[src/rtl/rdw_pkg.sv]
package rdw_pkg;

    localparam int unsigned WT_W     = 16;
    localparam int unsigned DEF_NDEC = 14;
    localparam int unsigned DEF_OUTW = 12;

    typedef logic [WT_W-1:0] wt_t;

    // Index k holds the weight of decision k (k = 0 is decided first).
    localparam wt_t [DEF_NDEC-1:0] DEF_WEIGHTS = {
        16'd1,   16'd2,   16'd4,   16'd8,   16'd16,  16'd32,  16'd64,
        16'd32,  16'd96,  16'd128, 16'd256, 16'd512, 16'd1024, 16'd1920
    };

    function automatic logic [31:0] clamp_to(input logic [31:0] v, input int unsigned ow);
        logic [31:0] top;
        top = (32'd1 << ow) - 32'd1;
        return (v > top) ? top : v;
    endfunction

endpackage

[src/rtl/rdw_terms.sv]
module rdw_terms
    import rdw_pkg::*;
#(
    parameter int unsigned N_DEC = DEF_NDEC,
    parameter int unsigned ACC_W = 20,
    parameter wt_t [N_DEC-1:0] WEIGHTS = DEF_WEIGHTS
) (
    input  logic [N_DEC-1:0]             raw_bits,
    output logic [N_DEC-1:0][ACC_W-1:0]  terms
);
    // Decision k sits at raw bit N_DEC-1-k.
    for (genvar k = 0; k < N_DEC; k++) begin : g_term
        assign terms[k] = raw_bits[N_DEC-1-k] ? ACC_W'(WEIGHTS[k]) : '0;
    end
endmodule

[src/rtl/rdw_accum.sv]
module rdw_accum #(
    parameter int unsigned N_DEC = 14,
    parameter int unsigned ACC_W = 20,
    parameter int unsigned OUT_W = 12
) (
    input  logic [N_DEC-1:0][ACC_W-1:0] terms,
    output logic [OUT_W-1:0]            value
);
    localparam logic [ACC_W-1:0] CEIL = ACC_W'((64'd1 << OUT_W) - 64'd1);

    logic [ACC_W-1:0] total;

    always_comb begin
        total = '0;
        for (int i = 0; i < N_DEC; i++) begin
            total = total + terms[i];
        end
        value = (total > CEIL) ? OUT_W'(CEIL) : OUT_W'(total);
    end
endmodule

[src/rtl/rdw_encoder.sv]
module rdw_encoder
    import rdw_pkg::*;
#(
    parameter int unsigned N_DEC = DEF_NDEC,
    parameter int unsigned OUT_W = DEF_OUTW,
    parameter wt_t [N_DEC-1:0] WEIGHTS = DEF_WEIGHTS
) (
    input  logic              clk,
    input  logic              rst,
    input  logic              raw_vld,
    input  logic [N_DEC-1:0]  raw_bits,
    output logic              code_vld,
    output logic [OUT_W-1:0]  code
);
    localparam int unsigned ACC_W = WT_W + $clog2(N_DEC) + 1;

    function automatic logic [31:0] table_total();
        logic [31:0] s;
        s = '0;
        for (int i = 0; i < N_DEC; i++) s = s + 32'(WEIGHTS[i]);
        return s;
    endfunction

    localparam logic [OUT_W-1:0] FULL_CODE  = OUT_W'(clamp_to(table_total(), OUT_W));
    localparam logic [OUT_W-1:0] FIRST_CODE = OUT_W'(clamp_to(32'(WEIGHTS[0]), OUT_W));

    logic [N_DEC-1:0][ACC_W-1:0] terms;
    logic [OUT_W-1:0]            sum_code;

    rdw_terms #(.N_DEC(N_DEC), .ACC_W(ACC_W), .WEIGHTS(WEIGHTS)) u_terms (
        .raw_bits (raw_bits),
        .terms    (terms)
    );

    rdw_accum #(.N_DEC(N_DEC), .ACC_W(ACC_W), .OUT_W(OUT_W)) u_accum (
        .terms (terms),
        .value (sum_code)
    );

    always_ff @(posedge clk) begin
        if (rst) begin
            code_vld <= 1'b0;
            code     <= '0;
        end else begin
            code_vld <= raw_vld;
            if (raw_vld) code <= sum_code;
        end
    end

    a_r1_reset_clear: assert property (@(posedge clk)
        rst |=> (!code_vld && code == '0));

    a_r2_vld_follow: assert property (@(posedge clk) disable iff (rst)
        raw_vld |=> code_vld);

    a_r2_vld_idle: assert property (@(posedge clk) disable iff (rst)
        !raw_vld |=> !code_vld);

    a_r8_hold_code: assert property (@(posedge clk) disable iff (rst)
        !raw_vld |=> $stable(code));

    a_r6_all_zero: assert property (@(posedge clk) disable iff (rst)
        (raw_vld && raw_bits == '0) |=> code == '0);

    a_r6_all_one: assert property (@(posedge clk) disable iff (rst)
        (raw_vld && &raw_bits) |=> code == FULL_CODE);

    a_r4_first_only: assert property (@(posedge clk) disable iff (rst)
        (raw_vld && raw_bits == (N_DEC'(1) << (N_DEC-1))) |=> code == FIRST_CODE);
endmodule

[config.mk]
export PLATFORM = sky130hd
export DESIGN_NAME = rdw_encoder
export DESIGN_NICKNAME = d
export VERILOG_FILES = /design/src/rtl/rdw_pkg.sv /design/src/rtl/rdw_terms.sv /design/src/rtl/rdw_accum.sv /design/src/rtl/rdw_encoder.sv
export SDC_FILE = /design/constraint.sdc
export NUM_CORES = 1
export LEC_CHECK = 0
export ABC_AREA = 1
export CAP_MARGIN = 40
export CORE_ASPECT_RATIO = 1.1
export CORE_MARGIN = 1
export CORE_UTILIZATION = 40
export DETAILED_ROUTE_END_ITERATION = 8
export DONT_BUFFER_PORTS = 1
export PLACE_DENSITY = 0.63
export SYNTH_ARGS = -nofsm -noshare
export SYNTH_HDL_FRONTEND = slang
export SYNTH_SLANG_ARGS = --single-unit
[constraint.sdc]
create_clock -name clk -period 3.3 [get_ports clk]
set_clock_uncertainty 0.1 [all_clocks]
set_input_delay 0.66 -clock clk [delete_from_list [all_inputs] [get_ports clk]]
set_output_delay 0.66 -clock clk [all_outputs]
set_load 0.01 [all_outputs]
### Word-level counts from Yosys, hierarchy flattened

Cells that the tools add are included.

| operators by class | value |
|---|---|
| multiplexer cells | 15 |
| $add $sub $neg | 13 |
| $lt $le $gt $ge | 1 |

Operators with widths:

| kind | number |
|---|---|
| adder 21 x 6 -> 21 bit | 2 |
| adder 21 x 7 -> 21 bit | 2 |
| two-way mux 11 bit | 2 |
| adder 21 x 1 -> 21 bit | 1 |
| adder 21 x 10 -> 21 bit | 1 |
| adder 21 x 2 -> 21 bit | 1 |
| adder 21 x 3 -> 21 bit | 1 |
| adder 21 x 4 -> 21 bit | 1 |
| adder 21 x 5 -> 21 bit | 1 |
| adder 21 x 8 -> 21 bit | 1 |
| adder 21 x 9 -> 21 bit | 1 |
| greater-than comparator 21 x 12 -> 1 bit (second input constant) | 1 |
| two-way mux 7 bit | 2 |
| adder 11 x 11 -> 12 bit | 1 |
| two-way mux 12 bit | 1 |
| two-way mux 6 bit | 2 |
| two-way mux 10 bit | 1 |
| two-way mux 9 bit | 1 |
| two-way mux 8 bit | 1 |
| two-way mux 5 bit | 1 |
| two-way mux 4 bit | 1 |
| two-way mux 3 bit | 1 |
| two-way mux 2 bit | 1 |
| two-way mux 1 bit | 1 |

| storage, ports and cells | value |
|---|---|
| flip-flop bits (word level) | 13 |
| input port bits | 17 |
| output and inout port bits | 13 |

### Logic depth before layout (Yosys ltp)

Gate-level depths: netlist of the first run.

| logic depth | value |
|---|---|
| word-level depth | 16 |
| gate-level depth with buffers | 11 |
| mapped depth without buffers | 10 |

### Cells and area by module

From an unflattened synthesis of the first run, not the netlist that was laid out.

| second synthesis, totals | value |
|---|---|
| cells, all modules | 1,300 |
| area total of the unflattened synthesis | 10,430.0 µm² |

By module, submodules not included:

| module | times used | area each (µm²) | cells an instance |
|---|---|---|---|
| rdw_accum | 1 | 7,677.4 | 925 |
| rdw_terms | 1 | 2,210.9 | 295 |
| rdw_encoder | 1 | 541.8 | 80 |

### Worst setup path after synthesis of the first run

No wires, ideal clock.

| timing path | value |
|---|---|
| kind | input to register |
| start | in raw_bits[5] |
| end | reg code[10] |
| library setup time | 109 ps |
| data required time | 3,091 ps |
| slack | 845 ps |
| data arrival time | 2,246 ps |
| stages on the path | 10 |
| path through | fa_1 ha_1 fa_1 clkinv_1 nor3_2 nor2_2 buf_6 nand3_2 nand2_1 inv_1 |

| on the way | value |
|---|---|
| longest elaborated chain between the ends | 9 |

Ends and longest elaborated chain:

| element | RTL line | text |
|---|---|---|
| start: declaration | rdw_encoder.sv:11 | `input logic [N_DEC-1:0] raw_bits,` |
| two-way mux 6 bit * | rdw_terms.sv:13 | `assign terms[k] = raw_bits[N_DEC-1-k] ? ACC_W'(WEIGHTS[k]) : '0;` |
| adder 21 x 6 -> 21 bit * | rdw_accum.sv:16 | `total = total + terms[i];` |
| adder 21 x 5 -> 21 bit * | rdw_accum.sv:16 |  |
| adder 21 x 4 -> 21 bit * | rdw_accum.sv:16 |  |
| adder 21 x 3 -> 21 bit * | rdw_accum.sv:16 |  |
| adder 21 x 2 -> 21 bit * | rdw_accum.sv:16 |  |
| adder 21 x 1 -> 21 bit * | rdw_accum.sv:16 |  |
| greater-than comparator 21 x 12 -> 1 bit | rdw_accum.sv:18 | `value = (total > CEIL) ? OUT_W'(CEIL) : OUT_W'(total);` |
| two-way mux 12 bit * | rdw_accum.sv:18 |  |
| end signal: assignment | rdw_encoder.sv:46 | `if (raw_vld) code <= sum_code;` |
| end: declaration | rdw_encoder.sv:13 | `output logic [OUT_W-1:0] code` |

Mark *: on every way between the ends. The rest lies on a longest branch, timed or not.
A chain may end at the register's enable or synchronous reset.

### Worst setup path after layout of the first run

| timing path | value |
|---|---|
| start | in raw_bits[5] |
| end | reg code[5] |

The elaborated chain is that of the path after synthesis.

==> results.md, run 1 <==
- WHS Path Cells: 1
- Post-cts resize count: 0
- Core Region: 2063 um2
- Syn Nets: 140
- Max-cap viol count: 0
- Syn_area_per_cell: 8.060 um2
- Root Driver: clkbuf_4
- Routing usage on met1: 0.1614
- CP max stage delay: 430 ps
- Post-Synthesis Cell Area: 894.6 um2
- Starting Density: 0.4336
- DP Cell Count: 138
- Switching power: 124.8 uW
- Power Density: 409.4 nW/um2
- Relative slew slack: 0.7682
- # setup viols final: 0
- Final Instance Count excl. Fillers: 142
- Combinational share of power: 0.259
- Slowest-stage cell, CP: fa_1
- Depth of the CTS H-tree: 1
- R2r setup slk: 2500 ps
- Most Frequent Cell on Critical Path: fa_1
- Die height: 51.60 um
- Layout area overhead: 5.594%
- Routed WL: 1.538 mm
- Hpwl dp: 1.259 mm
- RSZ-0062 raised after global routing: no
- Global route hottest layer: met2
- Vias per cell: 4.845
- TNS Setup: 0 ps
- Worst IR Drop VDD: 136.0 uV
- Crit path DAT: 2540 ps
- Die area: 2430 um2
- Reg2Reg Depth: 2
- IO buf count: 0
- Via count: 688
- Wire per inst: 10.83 um
- Gr usage total: 0.1407
- Largest net degree at the start of global routing: 17
- CP endpoint kind: register
- Layout cells sized above 1: 0.2895
- R2r endpoint: code[9]
- CP Max Fanout: 7
- FF+latch count, synth: 13
- First-pass GRT wire length: 2.490 mm
- WP buf/inv: 3
- Post-CTS Setup Inserts: 0
- CTS tree: done
- M2 GR Usage: 0.2407
- Grt ovf: 0
- Nets@finish: 144
- # fillers: 224
- Final hold vios: 0
- Clk slew on worst S/H paths: 80 ps
- Post-Syn Instances: 111
- Vias in the first global route: 630
- Fin. max-slew vios: 0
- Clk sink count: 13
- IO Count: 30
- Sequential cell area fraction in the yosys report: 0.2909
- Kind of critical path: input pin to register
- CP top delay family: adder cells
- Reg power frac: 0.485
- Ant. Diodes: 0
- Worst Hold End: code_vld
- Cell row count: 17
- Met3 Usage GRT: 0.04514
- Fmax: 0.4037 GHz
- Initial antenna violation count: 0
- Slew @ Worst Pin: 347.3 ps
- Final GP Congestion: 0.7444
- Clk pwr share: 0.256
- CTS Buf Count: 3
- Hold Crit Class: input pin to register
- Drt first pass iters: 4
- Skew-Pair Late Insertion Delay: 270 ps
- Worst-path cell chain: fa_1, ha_1, fa_1, clkinv_1, nor3_2, nor2_2, buf_4, nand2_1, o211ai_1, inv_1
- YS warnings: 0
- Detail Route Antenna Nets: 0
- Hold Startpoint: rst
- Int Pwr: 261.9 uW
- Worst Setup Start Kind: input pin
- Total leakage power: 0.0004794 uW
- Reg2Reg Launch Point: code[9]
- Yosys cell types: 25
- Net Sw Frac: 0.3227
- DRC Markers: 0
- Critical Path RT: 3370 ps
- Starting DRT DRC Count: 2
- Status: completed
- Minimum clock period: 2477 ps
- Hold slack: 354.1 ps
- Chip width: 47.09 um
- Cts hold-fix bufs: 0
- Clock Path Buffers: 2
- Final period util: 0.7506
synthesized netlist by cell type, drive strengths merged:
cell type	count	area share
dfxtp	13	0.29
a31oi	1	0.0070
buf	1	0.013
nor2	16	0.070
clkinv	1	0.0042
nor3	1	0.011
inv	18	0.078
nand4	1	0.0070
clkbuf	1	0.0084
fa	2	0.045
a21oi	2	0.015
xnor2	2	0.020
nand3b	1	0.0084
nand3	5	0.034
ha	10	0.14
nand2	26	0.13
o21ai	2	0.011
o211ai	8	0.11
worst register-to-register path, stage by stage, from the launching register on:
cell	delay, ps
dfxtp_1	350
o21ai_0	200
a21oi_2	40
final cells by class:
cell class	count	area (um2)	area share
Multi-Input combinational cell	77	541.8	0.5735
Sequential cell	13	260.3	0.2755
Inverter	19	73.82	0.07815
Tap cell	28	35.03	0.03709
Clock buffer	4	26.28	0.02781
Timing Repair Buffer	1	7.507	0.007947
routing by layer:
metal	vias up	wire (um)
met1	306	662
met4	0	16
li1	363	-
met2	17	761
met5	-	0
met3	2	98
registers in the layout (all words and copies together), names as in the netlist:
signal / flops
code_vld: 1
code: 12
worst max path at each step:
stage / from / end / slack (ps) / depth (start not counted)
2_1_floorplan: raw_bits[5] / code[10] / 850 / 10
3_3_place_gp: raw_bits[5] / code[5] / 570 / 10
3_5_place_dp: raw_bits[5] / code[5] / 530 / 10
4_1_cts: raw_bits[5] / code[5] / 820 / 10
5_1_grt: raw_bits[5] / code[5] / 710 / 10
6_report: raw_bits[5] / code[5] / 820 / 10
metrics by stage:
stage          instance area (um2)  utilization  total power [uW]  worst slack, ps
2_1_floorplan                894.6            -             279.3            845.3
3_3_place_gp                 918.4       0.4451             291.6            568.7
3_5_place_dp                 918.4       0.4451             293.5            528.4
4_1_cts                      944.7       0.4579             391.0            817.8
5_1_grt                      944.7       0.4579             412.5            712.9
6_report                     944.7       0.4579             386.7            823.0
power by group through the flow:
stage          Clock (uW)  Sequential, uW  Combinational, uW
3_3_place_gp            0             192                100
6_report             98.8             188                100
4_1_cts               101             188                102
5_1_grt               107             190                115
2_1_floorplan           0             189               90.1
3_5_place_dp            0             192                102
cell usage in the layout, fill, tap and decap left out:
| cell | n |
|---|---|
| o211ai_2 | 7 |
| clkbuf_4 | 3 |
| nand3_2 | 1 |
| clkbuf_1 | 1 |
| a21oi_2 | 1 |
| xnor2_1 | 2 |
| nand3b_1 | 1 |
| clkinv_1 | 1 |
| inv_2 | 9 |
| inv_1 | 8 |
| buf_4 | 1 |
| nor2_1 | 15 |
| fa_1 | 2 |
| o211ai_1 | 1 |
| nor2_2 | 1 |
| nand4_1 | 1 |
| ha_1 | 10 |
| inv_4 | 1 |
| nand2_2 | 8 |
| a31oi_1 | 1 |
| nand3_1 | 4 |
| dfxtp_1 | 13 |
| a21oi_1 | 1 |
| o21ai_0 | 2 |
| nor3_2 | 1 |
| nand2_1 | 18 |
kinds of logic (layout without fill, tap and decap cells):
family / Yosys count / in the layout / synth area share
flops: 13 / 13 / 0.2909
xor+xnor: 2 / 2 / 0.01958
fa+ha+maj: 12 / 12 / 0.1846
compound gates: 13 / 13 / 0.1399
buf+inv: 21 / 24 / 0.1035
simple gates: 50 / 50 / 0.2615
Power figures use the tool's default switching activity.
==> inputs of run 2 (changes only) <==
- PLACE_DENSITY: 0.63 -> 0.65
- clock period: 3.3 -> 2.1 ns (I/O delays scaled with it)
==> run 2 against run 1 <==
Effect of this change: sequential share of layout area fell by 0.68 points; final area grew 2.5%; sequential power up 57%; non-clock buffer count is 2 higher; clock power up 52%; via count up 0.44%; flip-flop and latch count stayed put; count of clock-buffer cells in the layout is the same; wire length increased by 3.4%; global-route usage grew 0.81 points; power grew 58%; critical path depth shrank 1; largest cell class unchanged.
==> results.md, run 2 (synthesis gave the netlist of run 1 again) <==
- Status: completed
- Core Region: 2063 um2 (unchanged)
- DP Area: 942.2 um2 (+2.6%)
- Final period util: 0.8923
- Clock Path Buffers: 2 (unchanged)
- Slew @ Worst Pin: 195.6 ps (-151.7 ps)
- Drt first pass iters: 4 (unchanged)
- Vias in the first global route: 656 (+4.1%)
- Post-CTS Setup Inserts: 0 (unchanged)
- Post-cts resize count: 0 (unchanged)
- Wire per inst: 11.04 um (+1.9%)
- Largest net degree at the start of global routing: 17 (unchanged)
- Detail Route Antenna Nets: 0 (unchanged)
- Kind of critical path: input pin to register
- Largest reg by FF count: code
- Clk sink count: 13 (unchanged)
- Via count: 691 (+0.44%)
- Layout cells sized above 1: 0.3362 (+0.04673)
- Skew-Pair Late Insertion Delay: 270 ps (about the same)
- Hpwl dp: 1.311 mm (+4.1%)
- # setup viols final: 0 (unchanged)
- Initial antenna violation count: 0 (unchanged)
- Ant. Diodes: 0 (unchanged)
- Crit path DAT: 1940 ps (-600 ps)
- Nets@finish: 146 (+1.4%)
- Die height: 51.60 um (unchanged)
- Final GP Congestion: 0.7431 (-0.17%)
- Commonest non-fill, non-tap cells in the layout: nand2_1 (18), nor2_1 (15), dfxtp_1 (13), inv_2 (9), ha_1 (9)
- TNS Setup: 0 ps (unchanged)
- Die area: 2430 um2 (unchanged)
- Starting DRT DRC Count: 2 (unchanged)
- CTS Buf Count: 3 (unchanged)
- Fmax: 0.5337 GHz
- Hold Crit Class: input pin to register
- Hold slack: 119.6 ps (-234.4 ps)
- Minimum clock period: 1874 ps
- Power Density: 632.0 nW/um2 (+54%)
- First-pass GRT wire length: 2.580 mm (+3.6%)
- Clk slew on worst S/H paths: 80 ps (about the same)
- Cts hold-fix bufs: 0 (unchanged)
- IO Count: 30 (unchanged)
- CTS tree: done
- CP endpoint kind: register
- CP Max Fanout: 3 (-4)
- Critical Path RT: 2170 ps (-1200 ps)
- Chip width: 47.09 um (unchanged)
- Most common cell after layout, fill and taps aside: nand2_1
- IO buf count: 0 (unchanged)
- Cell row count: 17 (unchanged)
- Gr usage total: 0.1487 (+0.008074)
- Root Driver: clkbuf_4
- Grt ovf: 0 (unchanged)
- Depth of the CTS H-tree: 1 (unchanged)
- Total leakage power: 0.0004864 uW (+1.5%)
- Number of flip-flops in the largest register: 12 (unchanged)
- Largest regs: code (12), code_vld (1)
- Final hold vios: 0 (unchanged)
- Worst Setup Start Kind: input pin
- DRC Markers: 0 (unchanged)
- # fillers: 218 (-2.7%)
- Starting Density: 0.4336 (unchanged)
- Worst IR Drop VDD: 260.8 uV (+92%)
- Relative slew slack: 0.8687 (+0.1004)
- Fin. max-slew vios: 0 (unchanged)
- Fin area: 968.4 um2 (+2.5%)
- Vias per cell: 4.799 (-0.96%)
- Max-cap viol count: 0 (unchanged)
- Layout area overhead: 8.252%
- Routed WL: 1.590 mm (+3.4%)
- RSZ-0062 raised after global routing: no
==> run 2: cell count changes in the layout (fill, tap and decap cells not counted) <==
| cell | before | now |
|---|---|---|
| clkinv_2 | 0 | 1 |
| fa_2 | 0 | 2 |
| fa_1 | 2 | 0 |
| clkinv_1 | 1 | 0 |
| buf_4 | 1 | 3 |
| ha_2 | 0 | 1 |
| ha_1 | 10 | 9 |
==> run 2: area by class of cell <==
type,count,area (um2),share of cell area
tap,28,35.03,0.03618
multi-input combinational,77,549.3,0.5672
clock buffer,4,26.28,0.02713
sequential,13,260.3,0.2687
timing repair buffer,3,22.52,0.02326
inverter,19,75.07,0.07752
==> run 2: layer usage <==
layer	GRT usage	vias up	wire [um]
met5	0	-	0
met4	0.05714	0	7
met3	0.04167	2	113
met2	0.2500	21	794
met1	0.1734	304	675
li1	-	364	-
==> run 2: power breakdown <==
group          switching (uW)  internal [uW]
Clock                    76.4           73.4
Sequential               26.9            269
Combinational            91.4           75.0
Total                     195            417
==> run 2: critical path: stages <==
cell and delay, ps:
fa_2 360, ha_2 210, fa_2 390, nand3_1 110
nand3_1 80, xnor2_1 200, nand3_2 80, nand2_1 60
inv_1 30
==> run 2: worst paths after layout <==
kind / start / end / slack [ps] / cells after the start
worst max-delay path: raw_bits[5] / code[10] / 230 / 9
worst min-delay path: rst / code_vld / 120 / 1
worst max register to register: code[9] / code[9] / 1310 / 2
worst min register to register: code[5] / code[5] / 450 / 2
==> run 2: per-stage QoR <==
| step | total power [uW] | cells | util | setup WS, ps |
|---|---|---|---|---|
| final | 612.0 | 144 | 0.4694 | 226.3 |
| after global routing | 656.5 | 144 | 0.4694 | 169.1 |
| after CTS | 620.3 | 144 | 0.4694 | 229.6 |
| after detailed placement | 470.1 | 140 | 0.4566 | -57.18 |
| after global placement | 465.2 | 140 | 0.4566 | -25.65 |
| after floorplan | 441.6 | 111 | - | 4.775 |
==> inputs of run 3 (changes only) <==
- SYNTH_HIERARCHICAL: unset -> 1
==> run 3 against run 2 <==
Effect of this change: the flow now finishes with violations (negative setup slack); die area grew to 11 times the previous value; flip-flop and latch count unchanged; register-to-register slack improved by 50 ps; highest routed layer unchanged; wire length rose to 7.8 times the previous value; via count grew to 8.6 times the previous value; area after synthesis rose to 12 times the previous value; non-clock buffer count is 21 higher; final cell count grew to 11 times the previous value; first-iteration DRC count rose to 90 times the previous value; critical path depth is 19 higher; hold slack better by 30 ps.
==> results.md, run 3 <==
- Status: finished, violations left
- Violated checks: negative setup slack
- Fmax: 0.2035 GHz (-62%)
- FF+latch count, synth: 13 (unchanged)
- Via count: 5918 (+760%)
- Reg2Reg Launch Point: code[0]
- CP Max Fanout: 6 (+3)
- Vias per cell: 3.589 (-25%)
- Final Instance Count excl. Fillers: 1649 (+1000%)
- CTS tree: done
- WHS Path Cells: 1 (unchanged)
- Grt ovf: 0 (unchanged)
- Reg2Reg Depth: 2 (unchanged)
- Yosys cell types: 25 (unchanged)
- Worst Hold End: code_vld
- Largest regs: code (12), code_vld (1)
- Commonest cells post-synth: inv_1 (429), buf_4 (295), fa_1 (230), nand2_1 (150), nor2_1 (50)
- RSZ-0062 raised after global routing: yes
- Syn_area_per_cell: 8.023 um2 (-0.45%)
- Cell with the most instances after synthesis: inv_1
- Minimum clock period: 4915 ps (+3041 ps)
- Die area: 26730 um2 (+1000%)
- Largest net degree at the start of global routing: 26 (+9)
- Most common cell after layout, fill and taps aside: inv_1
- Final GP Congestion: 0.8359 (+12%)
- Number of enable flip-flop cells after synthesis: 0 (unchanged)
- Final period util: 2.340 (+1.448)
- Wire per inst: 7.556 um (-32%)
- Vias in the first global route: 6458 (+880%)
- Fin. max-slew vios: 0 (unchanged)
- Hpwl dp: 12.25 mm (+830%)
- Nets@finish: 1578 (+980%)
- Layout cells sized above 1: 0.06140 (-0.2748)
- Pre-CTS WS: -3161 ps (-3104 ps)
- Starting DRT DRC Count: 179 (+177)
- Commonest non-fill, non-tap cells in the layout: inv_1 (415), conb_1 (276), fa_1 (228), nand2_1 (142), nor2_1 (47)
- YS warnings: 6 (+6)
- Chip width: 156.0 um (+230%)
- Hold Startpoint: rst
- Sequential cell area fraction in the yosys report: 0.02495 (-0.2660)
- Starting Density: 0.4104 (-0.02322)
- Initial antenna violation count: 0 (unchanged)
- TNS Setup: -33460 ps (-33460 ps)
- R2r setup slk: 1360 ps (+50 ps)
- Worst Setup Start Kind: input pin
- IO buf count: 0 (unchanged)
- # setup viols final: 12 (+12)
- Skew-Pair Late Insertion Delay: 230 ps (-40 ps)
- Clk slew on worst S/H paths: 40 ps (-40 ps)
- Largest reg by FF count: code
- Ant. Diodes: 0 (unchanged)
- First-pass GRT wire length: 24.54 mm (+850%)
- Clk sink count: 13 (unchanged)
- Hold Crit Class: input pin to register
- Synth area leaders: fa_1 (44%), buf_4 (21%), inv_1 (15%)
- Post-Syn Instances: 1300 (+1100%)
- Gr usage total: 0.1086 (-0.04014)
- IO Count: 30 (unchanged)
- R2r endpoint: code[0]
- Cell row count: 61 (+44)
- CTS Buf Count: 3 (unchanged)
- DRC Markers: 0 (unchanged)
- Root Driver: clkbuf_16
- Cts hold-fix bufs: 0 (unchanged)
- Synth top area share: 0.4415 (+0.1505)
- Die height: 171.4 um (+230%)
- Layout area overhead: -3.179%
- Main flop type after synthesis: dfxtp_1
- Final hold vios: 0 (unchanged)
- Post-Synthesis Cell Area: 10430 um2 (+1100%)
- DP Cell Count: 1643 (+1100%)
- Setup WS post-layout: -2815 ps (-3041 ps)
- Routed WL: 12.46 mm (+680%)
- CP endpoint kind: register
- Kind of critical path: input pin to register
- Max-cap viol count: 0 (unchanged)
- Critical Path RT: 2130 ps (-40 ps)
- Detail Route Antenna Nets: 0 (unchanged)
- Ys async rst share: 0 (unchanged)
- Crit path DAT: 4950 ps (+3010 ps)
- Number of flip-flops in the largest register: 12 (unchanged)
- Core Region: 25420 um2 (+1100%)
- Clock Path Buffers: 2 (unchanged)
- Yosys top cell by area: fa_1
- Drt first pass iters: 4 (unchanged)
- Depth of the CTS H-tree: 1 (unchanged)
==> run 3: final cells by class <==
cell class              count  area [um2]
well taps                 346       432.9
clock buffers               4       78.83
flip-flops and latches     13       260.3
multi-input cells         833        7506
fillers                  2618       15320
repair buffers             24       210.2
inverters                 429        1610
==> run 3: metal layers <==
metal | part of all wire | GRT usage | wire [um] | up-vias
met5 | 0 | 0 | 0 | -
met4 | 0.011 | 0.006820 | 133 | 0
met3 | 0.0069 | 0.003275 | 86 | 8
li1 | - | - | - | 3027
met1 | 0.37 | 0.1156 | 4654 | 2849
met2 | 0.61 | 0.2387 | 7586 | 34
==> run 3: stage by stage <==
step                      instance area (um2)    util  hold WS, ps
after floorplan                         11520       -        387.9
after global placement                   9863  0.3881        391.4
after detailed placement                 9863  0.3881        393.5
after CTS                                9953  0.3916        145.5
after global routing                    10100  0.3973        157.1
final                                   10100  0.3973        150.0
==> run 3: worst max-delay path: stages <==
cell and delay (ps):
fa_2 550, inv_2 40, fa_2 330, inv_2 60, fa_1 390, fa_1 460
fa_1 500, inv_1 50, fa_1 490, inv_2 50, ha_4 230, nand2_2 70
nand2_2 60, nand2_2 70, nand2_2 50, a21oi_2 120, nand3b_1 90, nand2_1 70
nand2_1 60, nor2_2 110, nand3_2 90, nor2_4 160, clkbuf_16 180, nand3_2 70
inv_1 60, nand2_1 50, nand2_1 50, nor2_1 40
==> run 3: cells by family after synthesis <==
logic type      Yosys count  synth area share
flops                    13           0.02495
compound gates           27           0.01320
simple gates            257            0.1023
xor+xnor                 16           0.01344
fa+ha+maj               257            0.4738
other cells               1         0.0003595
buf+inv                 729            0.3719
==> run 3: repair_timing <==
action / CTS / global route
resized for setup: 4 / 35
cloned: 0 / 1
setup endpoints to repair: 12 / 12
setup buffers: 0 / 1
pin swaps: 0 / 3
==> run 3: worst max path at each step <==
stage | end | depth (start not counted) | slack (ps) | startpoint
4_1_cts | code[11] | 24 | -2850 | raw_bits[13]
5_1_grt | code[1] | 24 | -3050 | raw_bits[13]
2_1_floorplan | code[3] | 25 | -2890 | raw_bits[13]
6_report | code[1] | 28 | -2810 | raw_bits[13]
3_3_place_gp | code[11] | 24 | -3140 | raw_bits[13]
3_5_place_dp | code[10] | 24 | -3160 | raw_bits[13]
Power of run 3 is not shown: default switching activity piles up to over one toggle a cycle in this logic, so the estimate is an artifact.
